[src/rtl/gfc_pkg.sv]
package gfc_pkg;
  typedef enum logic [1:0] {
    TAGS_NONE = 2'd0,
    TAGS_ONE  = 2'd1,
    TAGS_TWO  = 2'd2
  } tag_cnt_e;

  localparam logic [15:0] TPID_CUST = 16'h8100;
  localparam logic [15:0] TPID_SERV = 16'h88A8;
  localparam int          OUTER_TAG_POS = 12;
  localparam int          INNER_TAG_POS = 16;
endpackage

[src/rtl/gfc_tag_detect.sv]
module gfc_tag_detect
  import gfc_pkg::*;
#(
  parameter int LEN_W = 16
) (
  input  logic             clk,
  input  logic             rst_n,
  input  logic             beat,
  input  logic             sof,
  input  logic [7:0]       data,
  input  logic [LEN_W-1:0] pos,
  output tag_cnt_e         tags
);
  logic [7:0] prev_q;
  logic       outer_q;
  logic       inner_q;
  logic [15:0] pair;

  assign pair = {prev_q, data};

  always_ff @(posedge clk) begin
    if (!rst_n) begin
      prev_q  <= '0;
      outer_q <= 1'b0;
      inner_q <= 1'b0;
    end else if (beat) begin
      prev_q <= data;
      if (sof) begin
        outer_q <= 1'b0;
        inner_q <= 1'b0;
      end else if (pos == LEN_W'(OUTER_TAG_POS + 1)) begin
        outer_q <= (pair == TPID_CUST) || (pair == TPID_SERV);
      end else if (pos == LEN_W'(INNER_TAG_POS + 1)) begin
        inner_q <= outer_q && (pair == TPID_CUST);
      end
    end
  end

  always_comb begin
    if (inner_q)      tags = TAGS_TWO;
    else if (outer_q) tags = TAGS_ONE;
    else              tags = TAGS_NONE;
  end

  p_inner_needs_outer_r8: assert property (@(posedge clk) disable iff (!rst_n)
    inner_q |-> outer_q);

  p_sof_clears_r10: assert property (@(posedge clk) disable iff (!rst_n)
    (beat && sof) |=> (!outer_q && !inner_q));
endmodule

[config.mk]
export PLATFORM = sky130hd
export DESIGN_NAME = gfc_tag_detect
export DESIGN_NICKNAME = d
export VERILOG_FILES = /design/src/rtl/gfc_pkg.sv /design/src/rtl/gfc_tag_detect.sv
export SDC_FILE = /design/constraint.sdc
export NUM_CORES = 1
export LEC_CHECK = 0
export ABC_AREA = 1
export BUFFER_PORTS_ARGS = -buffer_cell sky130_fd_sc_hd__buf_2
export CORE_AREA = 2 2 39 41
export CTS_CLUSTER_SIZE = 10
export DETAILED_ROUTE_END_ITERATION = 10
export DIE_AREA = 0 0 41 43
export GPL_TIMING_DRIVEN = 0
export PLACE_DENSITY_LB_ADDON = 0.1
export SETUP_SLACK_MARGIN = 0.5
export SLEW_MARGIN = 20
export SYNTH_ARGS = -nofsm -noshare
export SYNTH_HDL_FRONTEND = slang
export SYNTH_SLANG_ARGS = --single-unit
[constraint.sdc]
create_clock -name clk -period 2.6 [get_ports clk]
set_clock_uncertainty 0.1 [all_clocks]
set_input_delay 0.26 -clock clk [delete_from_list [all_inputs] [get_ports clk]]
set_output_delay 0.26 -clock clk [all_outputs]
set_load 0.05 [all_outputs]
==> impl_metrics.csv <==
group,metric,value,unit
final_layout,final_cell_mix,"28 x buf_2, 27 x nor2_1, 23 x nand2_1, 12 x inv_1, 10 x dfxtp_1",
setup_path,crit_path_start,"outer_q",
drt,via_per_inst,4.466,
final_layout,areaGrowthSynthToFinish,33.48,%
die,die_h,43,microns
setup_path,critical-path-max-stage-delay,0.33,ns
final_layout,n_fill_cell,155,
die,core_area,1384,sq um
place,port-buffer-count,28,
clock_tree,clk_latency,0.27,ns
clock_tree,cts_sinks,10,
global_routing,grt_use_total,0.1869,
clock_tree,cts_made_buffers,3,
drt,ant_nets,0,
die,die_w,41,microns
timing,slew_headroom,0.8364,
global_routing,grt_max_degree,11,
timing,report.final.hold_viol_count,0,
final_layout,final_cells,148,
synth,postSynthAreaPerCell,5.868,sq um
setup_path,end_kind,"output pin",
min_path,hold_class,"primary input to register",
pwr,p_per_area,486.6,nW/um^2
timing,rsz0062_at_grt,"no",
synth,synth_area,586.8,sq um
clock_tree,cts-root-buf,"clkbuf_4",
clock_tree,cts_tree,"yes",
timing,fmax,735.5,MHz
place,gp_congestion,0.7396,
place,numPlacedInstances,144,
status,outcome,"completed",
pwr,ir_drop,0.0003991,V
setup_path,critPathSlowestCell,"dfxtp_1",
setup_path,crit_type,"register to output pin",
synth,ys_seq_area_frac,0.3412,
clock_tree,h-tree-depth,1,
timing,finalCritPeriodShare,0.5230,
global_routing,grt_pass1_wl,2228,microns
clock_tree,postCtsResizedCells,0,
place,post-place-ws,1.398,ns
drt,via_count,661,
clock_tree,clockBufferDepth,2,
synth,ys_ff_latch,10,
synth,syn_nets,128,
final_layout,diodes,0,
final_layout,final_nets,161,
run,maxCapViolations,0,
drt,wire_per_inst,8.669,microns
die,dieArea,1763,sq um
global_routing,grt_pass1_vias,619,
setup_path,crit_arrival,1.00,ns
synth,syn_inst,100,
setup_path,path_buf_inv,2,
synth,synthDistinctLibCells,13,
timing,finalMaxSlewViolations,0,
pwr,p_leak,0.4165,nW
die,initial_utilization,0.4241,
timing,finalSetupTns,0,ns
drt,drtIter0Drc,18,
setup_path,cp.required,2.24,ns
clock_tree,hold_buffers,0,
setup_path,path_max_fanout,2,
timing,period_minus_slack,1.360,ns
final_layout,final_common_cell,"buf_2",
die,io_pins,30,
timing,setup_ws,1.240,ns
place,place_hpwl,1011,microns
timing,hold-worst-slack,0.1264,ns
global_routing,grt.overflow.total,0,
drt,routed_wl,1283,microns
setup_path,crit_chain,"inv_1 -> nor2_1 -> buf_2",
setup_path,critPathTopFamily,"flip-flops",
setup_path,cp-start-kind,"register",
synth,yosys_warnings,0,
clock_tree,clk_pin_slew,0.07,ns
setup_path,r2r-start,"prev_q[1]",
global_routing,antenna_found_initial,0,
timing,tightest_slew,0.2471,ns
min_path,worstHoldStart,"data[6]",
timing,setup_viol,0,
drt,first_pass_iters,4,
final_layout,drive_gt1_frac,0.3106,
clock_tree,post_cts_buffers,0,
drt,drc,0,
die,rows,14,
kinds of logic (layout without fill, tap and decap cells):
group	after synthesis	in the layout	synth area share
buffers and inverters	17	49	0.1301
flip-flops	10	10	0.3411
AND/OR/NAND/NOR	58	58	0.4008
AO/OA/AOI/OAI	15	15	0.1279
area by class of cell:
class                           count  area, sq um  area share
Inverter                           14        52.55     0.06709
Tap cell                           16        20.02     0.02556
Buffer                              3        23.77     0.03035
Timing Repair Buffer               28        140.1      0.1789
Multi-Input combinational cell     73        310.3      0.3962
Clock buffer                        4        36.28     0.04633
Sequential cell                    10        200.2      0.2556
worst reg2reg max path, stage by stage (launching register included):
cell	delay (ns)
dfxtp_1	0.32
inv_2	0.05
nand2_1	0.04
nor2_1	0.10
nand2_1	0.09
nor2_2	0.08
nand2_1	0.05
nand3_1	0.06
nand2_1	0.07
nor2_2	0.08
state kept, by name, summed over array words and instances (netlist names):
| signal | count |
|---|---|
| inner_q | 1 |
| outer_q | 1 |
| prev_q | 8 |
where the power goes:
group	switching (mW)	internal, mW
combinational	0.0390	0.0323
sequential	0.00555	0.164
clock	0.0556	0.0851
total	0.100	0.281
per-layer routing:
metal  global-route usage  wire [microns]  part of all wire
met5                    0               0                 0
met3              0.09424              79             0.062
met4              0.06000               9            0.0070
met1               0.2129             576              0.45
met2               0.2906             618              0.48
cells in the mapped netlist:
cell / n / area (sq um)
nand3b_1: 1 / 7.510
inv_1: 12 / 45.04
dfxtp_1: 10 / 200.2
nor2_1: 27 / 101.4
clkbuf_2: 1 / 5.000
buf_4: 1 / 7.510
nand2_1: 23 / 86.33
o21ai_0: 8 / 40.04
a21oi_1: 7 / 35.03
nand3_1: 3 / 15.01
inv_2: 2 / 7.510
buf_6: 1 / 11.26
nor2_2: 4 / 25.02
worst paths after layout:
kind | cells after the start | end | slack, ns
worst max-delay path | 3 | tags[0] | 1.24
worst min-delay path | 3 | prev_q[6] | 0.13
worst min register to register | 2 | prev_q[1] | 0.36
worst max register to register | 9 | inner_q | 1.51
stage by stage:
stage	total power, mW	area, sq um	utilization
floorplan	0.2138	586.8	-
global placement	0.2425	747.0	0.5398
detailed placement	0.2439	747.0	0.5398
CTS	0.3861	783.3	0.5660
global route	0.4056	783.3	0.5660
finish	0.3812	783.3	0.5660
Power figures use the tool's default switching activity.
